## src/rtl/aud_dma_pkg.sv

```systemverilog
package aud_dma_pkg;

    localparam int BEAT_BYTES = 4;

    // control word bit positions
    localparam int B_EN    = 0;
    localparam int B_DIR   = 1;
    localparam int B_IE    = 2;
    localparam int B_CHAIN = 3;
    localparam int B_SRST  = 4;
    localparam int B_TC    = 8;
    localparam int B_ERR   = 9;
    localparam int B_INTP  = 12;
    localparam int B_NXTF  = 13;
    localparam int B_CYC   = 14;
    localparam int B_DRAIN = 15;
    localparam int B_ACT   = 16;

    typedef enum logic [2:0] {
        RA_CSR   = 3'd0,
        RA_NCNT  = 3'd1,
        RA_NADDR = 3'd2,
        RA_CCNT  = 3'd3,
        RA_CADDR = 3'd4
    } reg_sel_e;

    typedef struct packed {
        logic srst;
        logic chain;
        logic ie;
        logic dir;   // 0 play, 1 record
        logic en;
    } ctl_t;

    typedef struct packed {
        logic tc;
        logic err;
        logic nxtf;
        logic cyc;
        logic drain;
        logic act;
    } sts_t;

    function automatic logic [31:0] csr_word(input ctl_t c, input sts_t s);
        logic [31:0] w;
        w          = '0;
        w[B_EN]    = c.en;
        w[B_DIR]   = c.dir;
        w[B_IE]    = c.ie;
        w[B_CHAIN] = c.chain;
        w[B_SRST]  = c.srst;
        w[B_TC]    = s.tc;
        w[B_ERR]   = s.err;
        w[B_INTP]  = s.tc | s.err;
        w[B_NXTF]  = s.nxtf;
        w[B_CYC]   = s.cyc;
        w[B_DRAIN] = s.drain;
        w[B_ACT]   = s.act;
        return w;
    endfunction

endpackage

```

## src/rtl/aud_dma_fifo.sv

```systemverilog
module aud_dma_fifo #(
    parameter int W     = 32,
    parameter int DEPTH = 16
) (
    input  logic         clk,
    input  logic         rst,
    input  logic         push,
    input  logic [W-1:0] din,
    input  logic         pop,
    output logic [W-1:0] dout,
    output logic         empty,
    output logic         full
);
    localparam int AW = $clog2(DEPTH);

    logic [W-1:0] store [DEPTH];
    logic [AW-1:0] wp, rp;
    logic [AW:0]   cnt;
    logic          do_push, do_pop;

    assign empty   = (cnt == '0);
    assign full    = (cnt == (AW+1)'(DEPTH));
    assign do_push = push && !full;
    assign do_pop  = pop && !empty;
    assign dout    = store[rp];

    always_ff @(posedge clk) begin
        if (do_push) store[wp] <= din;
    end

    always_ff @(posedge clk) begin
        if (rst) begin
            wp  <= '0;
            rp  <= '0;
            cnt <= '0;
        end else begin
            if (do_push) wp <= wp + 1'b1;
            if (do_pop)  rp <= rp + 1'b1;
            cnt <= cnt + (AW+1)'(do_push) - (AW+1)'(do_pop);
        end
    end

    AST_NO_OVERFLOW:  assert property (@(posedge clk) disable iff (rst) !(push && full));
    AST_NO_UNDERFLOW: assert property (@(posedge clk) disable iff (rst) !(pop && empty));

endmodule

```

## src/rtl/aud_dma_regs.sv

```systemverilog
module aud_dma_regs
    import aud_dma_pkg::*;
#(
    parameter int ADDR_W = 32,
    parameter int CNT_W  = 24
) (
    input  logic              clk,
    input  logic              rst,
    input  logic              reg_wr,
    input  logic [2:0]        reg_addr,
    input  logic [31:0]       reg_wdata,
    output logic [31:0]       reg_rdata,
    input  logic              beat_done,
    input  logic              beat_err,
    input  logic              drain,
    input  logic              cyc_pend,
    output ctl_t              ctl,
    output logic [ADDR_W-1:0] cur_addr,
    output logic              cur_act,
    output logic              irq
);
    localparam logic [CNT_W-1:0]  CNT_STEP  = CNT_W'(BEAT_BYTES);
    localparam logic [ADDR_W-1:0] ADDR_STEP = ADDR_W'(BEAT_BYTES);

    ctl_t              ctl_q;
    logic [CNT_W-1:0]  cur_cnt, nxt_cnt;
    logic [ADDR_W-1:0] cur_a, nxt_addr;
    logic              nxt_full, act, tc, err;
    logic              wr_csr, wr_ncnt, wr_naddr, last, idle_load, chain_load;
    sts_t              sts;

    assign wr_csr     = reg_wr && (reg_addr == RA_CSR);
    assign wr_ncnt    = reg_wr && (reg_addr == RA_NCNT);
    assign wr_naddr   = reg_wr && (reg_addr == RA_NADDR);
    assign last       = (cur_cnt <= CNT_STEP);
    assign idle_load  = !act && nxt_full && ctl_q.en && !ctl_q.srst;
    assign chain_load = beat_done && last && nxt_full && ctl_q.chain;

    always_ff @(posedge clk) begin
        if (rst) begin
            ctl_q    <= '0;
            cur_cnt  <= '0;
            nxt_cnt  <= '0;
            cur_a    <= '0;
            nxt_addr <= '0;
            nxt_full <= 1'b0;
            act      <= 1'b0;
            tc       <= 1'b0;
            err      <= 1'b0;
        end else begin
            if (wr_csr) begin
                ctl_q.en    <= reg_wdata[B_EN];
                ctl_q.dir   <= reg_wdata[B_DIR];
                ctl_q.ie    <= reg_wdata[B_IE];
                ctl_q.chain <= reg_wdata[B_CHAIN];
                if (reg_wdata[B_SRST])
                    ctl_q.srst <= 1'b1;
                else if (!drain && !cyc_pend)
                    ctl_q.srst <= 1'b0;
            end
            if (wr_ncnt && !nxt_full)
                nxt_cnt <= reg_wdata[CNT_W-1:0];
            if (wr_naddr && !nxt_full) begin
                nxt_addr <= reg_wdata[ADDR_W-1:0];
                nxt_full <= 1'b1;
            end
            tc  <= (tc  && !(wr_csr && reg_wdata[B_TC]))  || (beat_done && last);
            err <= (err && !(wr_csr && reg_wdata[B_ERR])) || (beat_done && beat_err);

            if (ctl_q.srst) begin
                act      <= 1'b0;
                nxt_full <= 1'b0;
            end else if (idle_load || chain_load) begin
                cur_a    <= nxt_addr;
                cur_cnt  <= nxt_cnt;
                act      <= 1'b1;
                nxt_full <= 1'b0;
            end else if (beat_done) begin
                if (last) begin
                    act <= 1'b0;
                    if (!ctl_q.chain) ctl_q.en <= 1'b0;
                end else begin
                    cur_a   <= cur_a + ADDR_STEP;
                    cur_cnt <= cur_cnt - CNT_STEP;
                end
            end
        end
    end

    always_comb begin
        sts = '{tc: tc, err: err, nxtf: nxt_full, cyc: cyc_pend, drain: drain, act: act};
        case (reg_sel_e'(reg_addr))
            RA_CSR:   reg_rdata = csr_word(ctl_q, sts);
            RA_NCNT:  reg_rdata = 32'(nxt_cnt);
            RA_NADDR: reg_rdata = 32'(nxt_addr);
            RA_CCNT:  reg_rdata = 32'(cur_cnt);
            RA_CADDR: reg_rdata = 32'(cur_a);
            default:  reg_rdata = '0;
        endcase
    end

    assign ctl      = ctl_q;
    assign cur_addr = cur_a;
    assign cur_act  = act;
    assign irq      = ctl_q.ie && (tc || err);

    AST_SLOT_LOCKED: assert property (@(posedge clk) disable iff (rst)
        (nxt_full && wr_naddr) |=> (nxt_addr == $past(nxt_addr)));
    AST_TC_ON_LAST: assert property (@(posedge clk) disable iff (rst)
        (beat_done && last) |=> tc);
    AST_CHAIN_NOGAP: assert property (@(posedge clk) disable iff (rst)
        (beat_done && last && nxt_full && ctl_q.chain && !ctl_q.srst) |=> (act && !nxt_full));
    AST_SRST_HELD: assert property (@(posedge clk) disable iff (rst)
        (ctl_q.srst && (drain || cyc_pend)) |=> ctl_q.srst);

endmodule

```

## src/rtl/aud_dma_bus.sv

```systemverilog
module aud_dma_bus #(
    parameter int ADDR_W = 32,
    parameter int DATA_W = 32
) (
    input  logic              clk,
    input  logic              rst,
    input  logic              run,
    input  logic              dir,
    input  logic              srst,
    input  logic              fifo_empty,
    input  logic              fifo_full,
    input  logic [ADDR_W-1:0] cur_addr,
    input  logic [DATA_W-1:0] fifo_head,
    output logic              mem_req,
    output logic              mem_we,
    output logic [ADDR_W-1:0] mem_addr,
    output logic [DATA_W-1:0] mem_wdata,
    input  logic              mem_ack,
    input  logic              mem_err,
    output logic              beat_done,
    output logic              beat_err,
    output logic              cyc_pend
);
    logic pend, we_q, issue;

    assign issue = !pend && run && (dir ? !fifo_empty : !fifo_full);

    always_ff @(posedge clk) begin
        if (rst) begin
            pend <= 1'b0;
            we_q <= 1'b0;
        end else if (pend && mem_ack) begin
            pend <= 1'b0;
        end else if (issue) begin
            pend <= 1'b1;
            we_q <= dir;
        end
    end

    assign mem_req   = pend;
    assign mem_we    = we_q;
    assign mem_addr  = cur_addr;
    assign mem_wdata = fifo_head;
    assign cyc_pend  = pend;
    assign beat_done = pend && mem_ack && !srst;
    assign beat_err  = mem_err;

    AST_REQ_HELD: assert property (@(posedge clk) disable iff (rst)
        (mem_req && !mem_ack) |=> (mem_req && $stable(mem_addr)));
    AST_NO_NEW_REQ: assert property (@(posedge clk) disable iff (rst)
        (!mem_req && !run) |=> !mem_req);

endmodule

```

## src/rtl/aud_chain_dma.sv

```systemverilog
module aud_chain_dma
    import aud_dma_pkg::*;
#(
    parameter int ADDR_W     = 32,
    parameter int DATA_W     = 32,
    parameter int CNT_W      = 24,
    parameter int FIFO_DEPTH = 16
) (
    input  logic              clk,
    input  logic              rst,
    input  logic              reg_wr,
    input  logic [2:0]        reg_addr,
    input  logic [31:0]       reg_wdata,
    output logic [31:0]       reg_rdata,
    output logic              irq,
    output logic              mem_req,
    output logic              mem_we,
    output logic [ADDR_W-1:0] mem_addr,
    output logic [DATA_W-1:0] mem_wdata,
    input  logic              mem_ack,
    input  logic              mem_err,
    input  logic [DATA_W-1:0] mem_rdata,
    output logic              smp_out_valid,
    output logic [DATA_W-1:0] smp_out_data,
    input  logic              smp_out_ready,
    input  logic              smp_in_valid,
    input  logic [DATA_W-1:0] smp_in_data,
    output logic              smp_in_ready
);
    ctl_t              ctl;
    logic [ADDR_W-1:0] cur_addr;
    logic              cur_act, beat_done, beat_err, cyc_pend, drain;
    logic              f_empty, f_full, f_push, f_pop, run;
    logic [DATA_W-1:0] f_din, f_head;

    assign run           = ctl.en && cur_act && !ctl.srst;
    assign drain         = ctl.srst && !f_empty;
    assign smp_out_valid = !ctl.dir && !ctl.srst && !f_empty;
    assign smp_out_data  = f_head;
    assign smp_in_ready  = ctl.dir && ctl.en && !ctl.srst && !f_full;

    assign f_din  = ctl.dir ? smp_in_data : mem_rdata;
    assign f_push = ctl.dir ? (smp_in_valid && smp_in_ready) : (beat_done && !mem_we);
    assign f_pop  = drain || (smp_out_valid && smp_out_ready) || (beat_done && mem_we);

    aud_dma_regs #(.ADDR_W(ADDR_W), .CNT_W(CNT_W)) u_regs (
        .clk(clk), .rst(rst),
        .reg_wr(reg_wr), .reg_addr(reg_addr), .reg_wdata(reg_wdata), .reg_rdata(reg_rdata),
        .beat_done(beat_done), .beat_err(beat_err), .drain(drain), .cyc_pend(cyc_pend),
        .ctl(ctl), .cur_addr(cur_addr), .cur_act(cur_act), .irq(irq)
    );

    aud_dma_bus #(.ADDR_W(ADDR_W), .DATA_W(DATA_W)) u_bus (
        .clk(clk), .rst(rst), .run(run), .dir(ctl.dir), .srst(ctl.srst),
        .fifo_empty(f_empty), .fifo_full(f_full), .cur_addr(cur_addr), .fifo_head(f_head),
        .mem_req(mem_req), .mem_we(mem_we), .mem_addr(mem_addr), .mem_wdata(mem_wdata),
        .mem_ack(mem_ack), .mem_err(mem_err),
        .beat_done(beat_done), .beat_err(beat_err), .cyc_pend(cyc_pend)
    );

    aud_dma_fifo #(.W(DATA_W), .DEPTH(FIFO_DEPTH)) u_fifo (
        .clk(clk), .rst(rst), .push(f_push), .din(f_din), .pop(f_pop),
        .dout(f_head), .empty(f_empty), .full(f_full)
    );

endmodule

```

## config.mk

```make
export PLATFORM = sky130hd
export DESIGN_NAME = aud_chain_dma
export DESIGN_NICKNAME = d
export VERILOG_FILES = /design/src/rtl/aud_dma_pkg.sv /design/src/rtl/aud_dma_fifo.sv /design/src/rtl/aud_dma_regs.sv /design/src/rtl/aud_dma_bus.sv /design/src/rtl/aud_chain_dma.sv
export SDC_FILE = /design/constraint.sdc
export NUM_CORES = 1
export LEC_CHECK = 0
export CORE_ASPECT_RATIO = 1.25
export CORE_MARGIN = 3
export CORE_UTILIZATION = 57
export CTS_CLUSTER_DIAMETER = 100
export DETAILED_ROUTE_END_ITERATION = 10
export DONT_BUFFER_PORTS = 1
export PLACE_DENSITY = 0.84
export SYNTH_ARGS = -nofsm -noshare
export SYNTH_HDL_FRONTEND = slang
export SYNTH_SLANG_ARGS = --single-unit
```

## constraint.sdc

```tcl
create_clock -name clk -period 4.5 [get_ports clk]
set_input_delay 0.45 -clock clk [delete_from_list [all_inputs] [get_ports clk]]
set_output_delay 0.45 -clock clk [all_outputs]
set_load 0.03 [all_outputs]
```

Word level (Yosys, flattened, before mapping) --
Memory sizes are Yosys's and may differ from the RTL's. A register that Yosys moved wholly into a read port is not among the register bits. Cells that the tools add are included.
Word-level totals: bits in registers 136, memory bits (writable) 512, input bits 106, output and inout bits 133, word-level logic and storage cells 125, memories kept 1
Memories:
- u_fifo.store | words 16, bits a word 32, read ports 1, clocked after memory_dff 1, wr ports 1, RTL line aud_dma_fifo.sv:16 | logic [W-1:0] store [DEPTH];
Operators by class: add/sub/neg operators 6, magnitude comparators 1, equal/unequal tests 6, multiplexer cells 25, bitwise operators 3, reductions and logical operators 65
Operators by type and width (number):
- $pmux 32 s5 | 1
- $mux 32 | 4
- $mux 24 | 3
- $logic_and 1x1->1 | 36
- $add 32x3->32 const B | 1
- $le 24x3->1 const B | 1
- $sub 24x3->24 const B | 1
- $mux 1 | 15
- $logic_not 1->1 | 11
- $add 4x1->4 const B | 2
- $mux 4 | 2
- $eq 3x2->1 const B | 2
- $logic_or 1x1->1 | 6
- $reduce_and 2->1 | 3
- $reduce_bool 2->1 | 3
- $add 5x1->5 | 1
- $eq 5x5->1 const B | 1
- $logic_not 5->1 | 1
- $sub 5x1->5 | 1
- $reduce_or 2->1 | 2
- $eq 3x1->1 const B | 1
- $eq 3x3->1 const B | 1
- $logic_not 3->1 | 1
- $reduce_and 3->1 | 1
- 4 further kinds | 5

Depth between registers and ports, before layout --
Gate-level depths: netlist of run 1.
depth in word-level cells 9, mapped depth 12, mapped depth without buffers 12

Hierarchy --
A second synthesis of run 1 with hierarchy kept.
Second synthesis, totals: cells, all modules 1922, area, all modules 28175.8 um2
Modules (own cells, without submodules):
- aud_dma_fifo | instances 1, cells each 891, area an instance 20009.2 um2
- aud_dma_regs | instances 1, cells each 909, area an instance 6946.7 um2
- aud_dma_bus | instances 1, cells each 79, area an instance 611.8 um2
- aud_chain_dma | instances 1, cells each 43, area an instance 608.1 um2

Worst setup path before layout of run 1 --
No wires, ideal clock.
kind flip-flop to flip-flop, start point register u_bus.pend, in the netlist u_bus.cyc_pend, end point memory u_fifo.store[3][0] (enable), data arrival time 4.071 ns, required time 4.039 ns, setup slack -0.031 ns, stages on the path, launching flop included 6, buffers on the path 0, cells stage by stage dfxtp_1 -> nand2_1 -> o31a_1 -> nor3b_1 -> nand2_1 -> nor3_1
On the way: cells in the longest elaborated chain, start to end 7
RTL lines:
- from (decl) | RTL line aud_dma_bus.sv:24 | logic pend, we_q, issue;
- from (signal assigned) | RTL line aud_dma_bus.sv:30 | pend <= 1'b0;
- from (signal assigned) | RTL line aud_dma_bus.sv:33 | pend <= 1'b0;
- from (signal assigned) | RTL line aud_dma_bus.sv:35 | pend <= 1'b1;
- $logic_and 1x1->1 (2 in series) | RTL line aud_dma_bus.sv:45 | assign beat_done = pend && mem_ack && !srst;
- $logic_and 1x1->1 | RTL line aud_chain_dma.sv:43 | assign f_push = ctl.dir ? (smp_in_valid && smp_in_ready) : (beat_done && !mem_we);
- $mux 1 | RTL line aud_chain_dma.sv:43
- $logic_and 1x1->1 | RTL line aud_dma_fifo.sv:23 | assign do_push = push && !full;
- net u_fifo.do_push | RTL line aud_dma_fifo.sv:19 | logic do_push, do_pop;
- $mux 1 | RTL line aud_dma_fifo.sv:28 | if (do_push) store[wp] <= din;
- $mux 1 (implied by the code) | RTL line aud_dma_fifo.sv:28
- to (decl) | RTL line aud_dma_fifo.sv:16
The timed path passes the listed nets, and every way through them passes these cells.

==> results of run 1 <==
-- stage by stage --
step / hold slack (ps) / utilization
floorplan: 443 / -
global placement: 450 / 0.592
detailed placement: 455 / 0.592
CTS: 7.49 / 0.645
global route: 29.2 / 0.645
finish: 27.6 / 0.645
-- area by class of cell --
type                       instances  area (µm²)
clock buffer                      72        1600
multi-input combinational        958        8560
sequential                       652       18200
inverter                          21        78.8
timing repair buffer              76         748
fill                            3002       16800
clock inverter                    41         544
tap                              637         797
-- worst max path at each step --
stage                                          from  slack [ps]                          endpoint
floorplan               u_bus.cyc_pend$_SDFFE_PP0P_          20      u_fifo.store[0][0]$_DFFE_PP_
global placement    u_regs.cur_cnt[12]$_SDFFE_PP0P_        1220  u_regs.cur_addr[13]$_SDFFE_PP0P_
detailed placement  u_regs.cur_cnt[12]$_SDFFE_PP0P_        1160  u_regs.cur_addr[13]$_SDFFE_PP0P_
CTS                                       flip-flop         990                     mem_wdata[20]
global route        u_regs.cur_cnt[12]$_SDFFE_PP0P_         890  u_regs.cur_addr[13]$_SDFFE_PP0P_
finish                                    flip-flop         970                     mem_wdata[20]
-- routing by layer --
metal,GRT usage,share of wire
met1,0.395,0.35
met2,0.522,0.51
met3,0.0645,0.10
met4,0.110,0.039
met5,0,0
-- where the power goes --
part / internal [mW] / total [mW] / switching, mW
combinational: 1.13 / 2.66 / 1.53
clock: 3.20 / 5.56 / 2.37
sequential: 6.55 / 6.66 / 0.108
-- repair_timing --
action                    CTS  global route
resized for setup           0             0
hold buffers               34             0
setup buffers               0             0
hold endpoints to repair  128             0
-- cells in the final DEF, fill, tap and decap left out, types with 36 or more instances in the layout --
cell	count
edfxtp_1	512
a22oi_1	38
nor2_1	65
mux4_2	162
nand2_1	191
mux2_2	44
buf_4	36
a21oi_1	121
dfxtp_1	135
clkbuf_16	62
-- state kept, by name, indices dropped and copies added, names as in the netlist, named ones only --
signal and flops:
u_fifo.store 512, u_regs.cur_addr 32, u_regs.nxt_addr 32, u_regs.cur_cnt 24
u_regs.nxt_cnt 24, u_fifo.cnt 5, u_regs.ctl 5, u_fifo.rp 4
u_fifo.wp 4, u_bus.cyc_pend 1, u_bus.mem_we 1, u_regs.cur_act 1
u_regs.err 1, u_regs.nxt_full 1, u_regs.tc 1
-- cells by family after synthesis --
family	Yosys count
mux	233
compound gates	277
simple gates	418
buf+inv	165
xor+xnor	15
fa+ha+maj	15
flops	652
==> qor.csv, run 1 <==
metric,value,unit
finalCritPeriodShare,0.784,
cts_buffers,60,
slew_viol_final,0,
drt_wl_total,77700,µm
synth_edf_count,512,
outcome,"complete, no violations",
synth.distinct_cells,70,
synth_area_leaders,"edfxtp_1 56%, mux4_2 13%, dfxtp_1 10%, nand2_1 2.6%, a21oi_1 2.2%",
synth_adder_area_share,0.00713,
crit_chain,buf_12 -> mux4_2 -> mux4_2,
place_hpwl,42400,µm
drt-initial-drc-count,2131,
cp_num_cells,3,
dieHeight,251,µm
cp-end-kind,output port,
clkLatencyLatePin,640,ps
grt_max_degree,126,
clockBufferDepth,3,
holdPathEnd,u_bus.cyc_pend$_SDFFE_PP0P_,
post-place-cells,2310,
skew,33.5,ps
cts.clk_slew.worst_paths,60,ps
grt_pass1_vias,17164,
r2r-start,u_regs.cur_cnt[12]$_SDFFE_PP0P_,
drcViolationCount,0,
hold_depth,2,
syn_to_final_growth,11.5,%
cp_top_family,multiplexers,
holdCritPathClass,in2reg,
hp-start,mem_ack,
power.leakage,9.32,nW
r2r_slack,1040,ps
vias,17059,
cp.required,4050,ps
fp.dieArea,50700,µm²
power_density,487,nW/µm²
slew_headroom,0.102,
design_area,30500,µm²
synthArstFlopShare,0,
ys_seq_area_frac,0.664,
synth_top_area_cell,edfxtp_1,
drt-vias-per-instance,6.94,
drive_above_1_share,0.215,
synth-compound-area-share,0.0633,
max_stage_delay,760,ps
cts.sinks,652,
setup_ws,972,ps
n_antenna_cell,0,
avgSynthCellArea,15.4,µm²
regToRegEndpoint,u_regs.cur_addr[13]$_SDFFE_PP0P_,
place_ws,1160,ps
worstPathMaxFanout,80,
ir_drop,0.338,mV
synth_warnings,0,
grt_pass1_wl,116000,µm
rsz0062_at_grt,no,
placed_area,28000,µm²
worst_pin_slew,1340,ps
wl_per_cell,31.6,µm
cts_root_buf,clkbuf_16,
grt_use_total,0.307,
fin_nets,1890,
start_kind,flip-flop,
stdcell_count,2457,
syn_nets,1896,
synth_seq_cells,652,
arrival,3080,ps
fmax,283,MHz
die_w,202,µm
initial_core_util,0.578,
gp_congestion,0.969,
overflow,0,
coreArea,47300,µm²
worstSetupPathType,reg2out,
tns,0,ps
r2r_cells,7,
synthSimpleGateAreaFrac,0.0706,
cts_tree,built,
post-synth-top-count-cell,edfxtp_1,
ant_nets,0,
fin_crit,3530,ps
drv_cap,0,
syn_inst,1775,
hold_viol,0,
netlist_area,27400,µm²
drt_pre_antenna_iters,6,
synth_common_cells,"512 x edfxtp_1, 191 x nand2_1, 162 x mux4_2",
synthXorXnorAreaFrac,0.00480,
synth_flop_cell,edfxtp_1,
htreeDepth,2,
io-pin-count,239,
grt_antenna_before_repair,0,
cpMostUsedCell,mux4_2,
muxShareOfSynthArea,0.161,
netlist.area_leader.share,0.562,
cp_slowest_cell,dfxtp_4,
p_total,14.9,mW
io_buffers,0,
rows,89,
setup_viol,0,
path_buf_inv,1,
synth_top_family_by_area,multiplexers,
(Power assumes the default switching activity.)
==> run 2: changes to the inputs <==
- ABC_AREA: not set -> 1
- CORE_UTILIZATION: 57 -> 60
- PLACE_DENSITY: 0.84 -> 0.85
- clock period: 4.5 -> 3.62 ns (I/O delays scaled with it)
==> run 2 against run 1 <==
  * Sequential power increased by 25%
  * Global-route usage fell by 0.85 points
  * Clock skew down 16 ps
  * Cell area up 5.0%
  * Critical path type unchanged
  * Largest power group unchanged
  * Highest routed layer unchanged
==> qor.csv, run 2 <==
metric,value,unit,change
outcome,"complete, no violations",,
regMostFlops,u_fifo.store,,
p_clk_frac,0.329,,-0.045
layout_commonest_cell,edfxtp_1,,
coreArea,47300,µm²,unchanged
n_antenna_cell,0,,unchanged
finalCritPeriodShare,0.901,,
r2r_slack,710,ps,-330 ps
switching_share,0.306,,+0.0370
worst_pin_slew,1140,ps,-203 ps
worstPathMaxFanout,70,,-13%
ir_drop,0.424,mV,+25%
power.leakage,11.6,nW,+24%
synth_seq_cells,652,,unchanged
hold_viol,0,,unchanged
p_int,12.8,mW,+17%
wl_per_cell,22.6,µm,-29%
cp-end-kind,output port,,
holdCritPathClass,in2reg,,
r2r-start,u_bus.cyc_pend$_SDFFE_PP0P_,,
grt_pass1_vias,21170,,+23%
pwr-share-comb,0.219,,+0.040
io_buffers,0,,unchanged
p_total,18.4,mW,+24%
final_core_util,0.677,,+0.0323
overflow,0,,unchanged
synth_edf_count,512,,unchanged
mostFrequentLayoutCells,"512 x edfxtp_1, 412 x nand2_1, 280 x o21ai_0, 279 x nor2_1, 236 x inv_1",,
gp_congestion,1.01,,+4.7%
synth_common_cells,"512 x edfxtp_1, 412 x nand2_1, 295 x nor2_1",,
fmax,307,MHz,
synth_warnings,0,,unchanged
setup_viol,0,,unchanged
place_hpwl,47800,µm,+13%
grt_use_total,0.298,,-0.00848
rows,89,,unchanged
fin_crit,3260,ps,
vias,21080,,+24%
ant_nets,0,,unchanged
avgSynthCellArea,10.5,µm²,-32%
slew_viol_final,0,,unchanged
tns,0,ps,unchanged
hp-start,reg_wdata[0],,
regToRegEndpoint,u_fifo.store[15][1]$_DFFE_PP_,,
synth_area_leaders,"edfxtp_1 53%, dfxtp_1 9.7%, nand2_1 5.4%, o21ai_0 4.9%, mux2i_1 4.4%",,
cts.clk_slew.worst_paths,60,ps,about the same
fp.dieArea,50800,µm²,+0.18%
drt-initial-drc-count,2168,,+1.7%
drt_pre_antenna_iters,6,,unchanged
synth.distinct_cells,41,,-41%
slew_headroom,0.231,,+0.129
drt_wl_total,77600,µm,-0.10%
syn_nets,2859,,+51%
cp_slowest_cell,buf_4,,
ys_seq_area_frac,0.630,,-0.0344
synth_flop_cell,edfxtp_1,,
p_seq_frac,0.452,,+0.005
drv_cap,0,,unchanged
drt-vias-per-instance,6.13,,-12%
drive_above_1_share,0.0811,,-0.134
cts_root_buf,clkbuf_16,,
die_w,202,µm,about the same
worstSetupPathType,reg2out,,
cp.required,3260,ps,-790 ps
drcViolationCount,0,,unchanged
cts_buffers,58,,-3.3%
synthArstFlopShare,0,,unchanged
max_stage_delay,710,ps,-50 ps
fin_nets,2875,,+52%
syn_inst,2738,,+54%
synth_top_area_cell,edfxtp_1,,
clockBufferDepth,3,,unchanged
cts_tree,built,,
initial_core_util,0.610,,+0.0316
post-synth-top-count-cell,edfxtp_1,,
io-pin-count,239,,unchanged
rsz0062_at_grt,no,,
netlist_area,28900,µm²,+5.5%
largest_reg_flops,512,,unchanged
grt_pass1_wl,118000,µm,+1.5%
skew,17.0,ps,-16.5 ps
power_density,575,nW/µm²,+18%
cts.sinks,652,,unchanged
clkLatencyLatePin,630,ps,about the same
r2r_cells,10,,+3
switching_power,5.64,mW,+41%
start_kind,flip-flop,,
dieHeight,251,µm,about the same
netlist.area_leader.share,0.533,,-0.0291
post-cts-setup-buffers,0,,unchanged
arrival,2900,ps,-180 ps
grt_max_degree,71,,-44%
grt_antenna_before_repair,0,,unchanged
crit_chain,buf_4 -> a21oi_1 -> o21ai_0 -> o21ai_0 -> o211ai_1 -> nand2_1 -> buf_4,,
syn_to_final_growth,11.1,%,
crit_end,mem_wdata[5],,
htreeDepth,2,,unchanged
## run 2: cells by family (layout without fill, tap and decap cells)
kind of cell | after synthesis | after routing | synth area share
AND/OR/NAND/NOR | 840 | 840 | 0.118
flip-flops | 652 | 652 | 0.630
AO/OA/AOI/OAI | 631 | 631 | 0.125
buffers and inverters | 431 | 493 | 0.0637
multiplexers | 128 | 128 | 0.0444
XOR/XNOR | 41 | 41 | 0.0124
adder cells (fa/ha/maj) | 15 | 15 | 0.00677
## run 2: final cells by class
type	instances	area (µm²)
Tap cell	637	797
Fill cell	3351	15300
Timing Repair Buffer	144	1330
Inverter	243	913
Sequential cell	652	18200
Clock buffer	73	1510
Multi-Input combinational cell	1655	8960
Clock inverter	33	342
## run 2: timing repair
action                    CTS  global route
hold buffers               36             0
resized for setup           0             0
hold endpoints to repair   72             0
## run 2: how the worst min path moves through the flow
stage / depth (start not counted) / end
final: 4 / u_regs.ctl[0]$_SDFF_PP0_
after global routing: 4 / u_regs.ctl[0]$_SDFF_PP0_
after global placement: 1 / u_regs.ctl[4]$_SDFFE_PP0P_
after floorplan: 1 / u_regs.nxt_full$_SDFFE_PP0P_
after detailed placement: 1 / u_regs.tc$_SDFF_PP0_
after CTS: 4 / u_regs.ctl[0]$_SDFF_PP0_
## run 2: power groups by stage
stage / clock, mW / combinational, mW / sequential (mW)
final: 6.06 / 4.03 / 8.32
after global routing: 6.39 / 4.33 / 8.33
after floorplan: 0 / 3.16 / 8.38
after global placement: 0 / 3.78 / 8.47
after detailed placement: 0 / 3.92 / 8.48
after CTS: 6.12 / 4.02 / 8.32
## run 2: per-stage QoR
stage                     instance area, µm²  hold slack (ps)  std cells  worst slack, ps
after floorplan                        28900              440       2738              444
after global placement                 29800              435       3295              835
after detailed placement               29800              437       3295              807
after CTS                              32000             36.6       3437              350
after global routing                   32000              103       3437              261
final                                  32000             80.4       3437              358
## run 2: per-layer routing
layer / track usage / share of wire / up-vias
li1: - / - / 9521
met1: 0.358 / 0.35 / 9965
met2: 0.504 / 0.50 / 1282
met3: 0.0596 / 0.092 / 312
met4: 0.171 / 0.057 / 0
met5: 0 / 0 / -
## run 2: worst max-delay path: cells and delay by family (launching register included)
kind | cells | cell delay [ps]
and+or+nand+nor | 1 | 120
DFF | 1 | 460
buffers and inverters | 2 | 930
AOI/OAI and AO/OA | 4 | 740
==> run 3: changes to the inputs <==
- PLACE_DENSITY: 0.85 -> 0.74
==> run 3 against run 2 <==
  * Via count fell by 1.9%
  * Sequential power barely moved
  * Register-to-register slack improved by 50 ps
  * Sequential share of layout area barely moved
  * First-iteration DRC count fell by 5.1%
  * Flip-flop and latch count did not move
  * Total power rose by 0.53%
  * Die area did not move
  * Clock power rose by 2%
  * Utilization rose by 0.053 points
  * Non-clock buffer count fell by 5
  * Count of clock-buffer cells in the layout fell by 3
  * Largest cell class unchanged
  * Largest power group unchanged
  * Highest routed layer unchanged
==> qor.csv, run 3 (same netlist as run 2, synthesis figures left out) <==
metric,value,unit,change
cts.clk_slew.worst_paths,70,ps,about the same
n_antenna_cell,0,,unchanged
gp_congestion,0.982,,-3.2%
r2r_slack,760,ps,+50 ps
vias,20676,,-1.9%
syn_to_final_growth,11.2,%,about the same
slew_viol_final,0,,unchanged
cts_buffers,59,,+1.7%
grt_pass1_vias,20271,,-4.2%
r2r_cells,8,,-2
skew,17.1,ps,+0.107 ps
worstSetupPathType,reg2out,,
setup_viol,0,,unchanged
clkLatencyLatePin,630,ps,about the same
io-pin-count,239,,unchanged
layout_commonest_cell,edfxtp_1,,
fp.dieArea,50800,µm²,unchanged
drv_cap,0,,unchanged
ir_drop,0.378,mV,-11%
hp-start,reg_wr,,
hold_viol,0,,unchanged
worstPathMaxFanout,30,,-57%
setup_ws,388,ps,+30.4 ps
outcome,"complete, no violations",,
drt_pre_antenna_iters,7,,+1
drcViolationCount,0,,unchanged
cts_root_buf,clkbuf_16,,
grt_use_total,0.298,,about the same
place_ws,783,ps,-24.2 ps
largest_reg_flops,512,,unchanged
slew_headroom,0.286,,+0.0545
overflow,0,,unchanged
drt-initial-drc-count,2058,,-5.1%
wl_per_cell,22.5,µm,-0.43%
die_w,202,µm,unchanged
regMostFlops,u_fifo.store,,
power_density,577,nW/µm²,+0.45%
cp-end-kind,output port,,
initial_core_util,0.610,,unchanged
drive_above_1_share,0.0836,,+0.00250
fmax,309,MHz,+0.94%
regToRegEndpoint,u_fifo.store[12][6]$_DFFE_PP_,,
drt-vias-per-instance,6.02,,-1.9%
finalCritPeriodShare,0.893,,-0.00839
grt_pass1_wl,117000,µm,-0.32%
mostFrequentLayoutCells,"512 x edfxtp_1, 412 x nand2_1, 280 x o21ai_0, 279 x nor2_1, 236 x inv_1",,
tns,0,ps,unchanged
holdPathEnd,u_regs.ctl[4]$_SDFFE_PP0P_,,
dieHeight,251,µm,unchanged
rsz0062_at_grt,no,,
cts_tree,built,,
fin_nets,2871,,-0.14%
grt_max_degree,129,,+82%
cts.sinks,652,,unchanged
r2r-start,u_regs.ctl[4]$_SDFFE_PP0P_,,
worst_pin_slew,1060,ps,-80.8 ps
fin_crit,3230,ps,-30.4 ps
post-cts-setup-buffers,0,,unchanged
rows,89,,unchanged
holdCritPathClass,in2reg,,
clockBufferDepth,3,,unchanged
grt_antenna_before_repair,0,,unchanged
coreArea,47300,µm²,unchanged
drt_wl_total,77300,µm,-0.43%
cp.required,3260,ps,about the same
io_buffers,0,,unchanged
power.leakage,11.6,nW,+0.11%
arrival,2870,ps,-30 ps
htreeDepth,2,,unchanged
start_kind,flip-flop,,
place_hpwl,48400,µm,+1.3%
ant_nets,0,,unchanged
hold_depth,4,,unchanged
-- run 3: cell count changes in the layout (fill, tap and decap cells not counted) --
cell,change
buf_4,-4
clkbuf_1,-4
clkinv_2,+7
clkinvlp_4,+4
clkinv_16,-1
bufinv_16,+1
dlygate4sd3_1,-1
inv_16,+1
clkinv_1,-2
clkbuf_16,+1
inv_4,+2
inv_6,-4
-- run 3: critical path, stage by stage, from the launching register on --
cell and delay [ps]:
dfxtp_4 440, inv_1 500, buf_4 560, o211ai_1 190
o211ai_1 170, nand2_1 140, buf_4 220
-- run 3: worst max-delay path by stage --
stage	from	end	slack, ps	depth (start not counted)
final	flip-flop	smp_out_data[19]	390	6
after detailed placement	u_regs.ctl[4]$_SDFFE_PP0P_	u_fifo.store[12][6]$_DFFE_PP_	780	8
after floorplan	u_bus.cyc_pend$_SDFFE_PP0P_	u_fifo.store[11][0]$_DFFE_PP_	440	8
after global routing	flip-flop	mem_wdata[23]	280	6
after CTS	flip-flop	mem_wdata[23]	380	6
after global placement	mem_ack	u_fifo.store[12][20]$_DFFE_PP_	930	9
-- run 3: repair_timing --
action                                  in CTS  in global routing
hold endpoints to repair                    72                  0
endpoints found under the setup margin       0                  0
hold buffers                                35                  0
resized for setup                            0                  0
-- run 3: per-stage QoR --
stage | total power, mW | util | hold WS, ps | area (µm²) | instances
3_5_place_dp | 12.4 | 0.630 | 435 | 29800 | 3291
2_1_floorplan | 11.5 | - | 440 | 28900 | 2738
3_3_place_gp | 12.3 | 0.630 | 434 | 29800 | 3291
6_report | 18.5 | 0.678 | 30.4 | 32100 | 3437
4_1_cts | 18.6 | 0.678 | 3.51 | 32100 | 3437
5_1_grt | 19.2 | 0.678 | 57.1 | 32100 | 3437
-- run 3: metal layers --
layer | GRT usage | share of wire
met1 | 0.371 | 0.38
met2 | 0.513 | 0.50
met3 | 0.0521 | 0.075
met4 | 0.137 | 0.048
met5 | 0 | 0
-- run 3: final cells by class --
class	instances	area (µm²)
Sequential cell	652	18200
Fill cell	3497	15300
Multi-Input combinational cell	1655	8960
Clock buffer	70	1520
Timing Repair Buffer	139	1290
Inverter	243	915
Tap cell	637	797
Clock inverter	41	395
-- run 3: report_power, final --
part	total [mW]	switching, mW	internal [mW]
combinational	4.01	2.76	1.25
clock	6.21	2.76	3.45
sequential	8.29	0.107	8.18
total	18.5	5.63	12.9
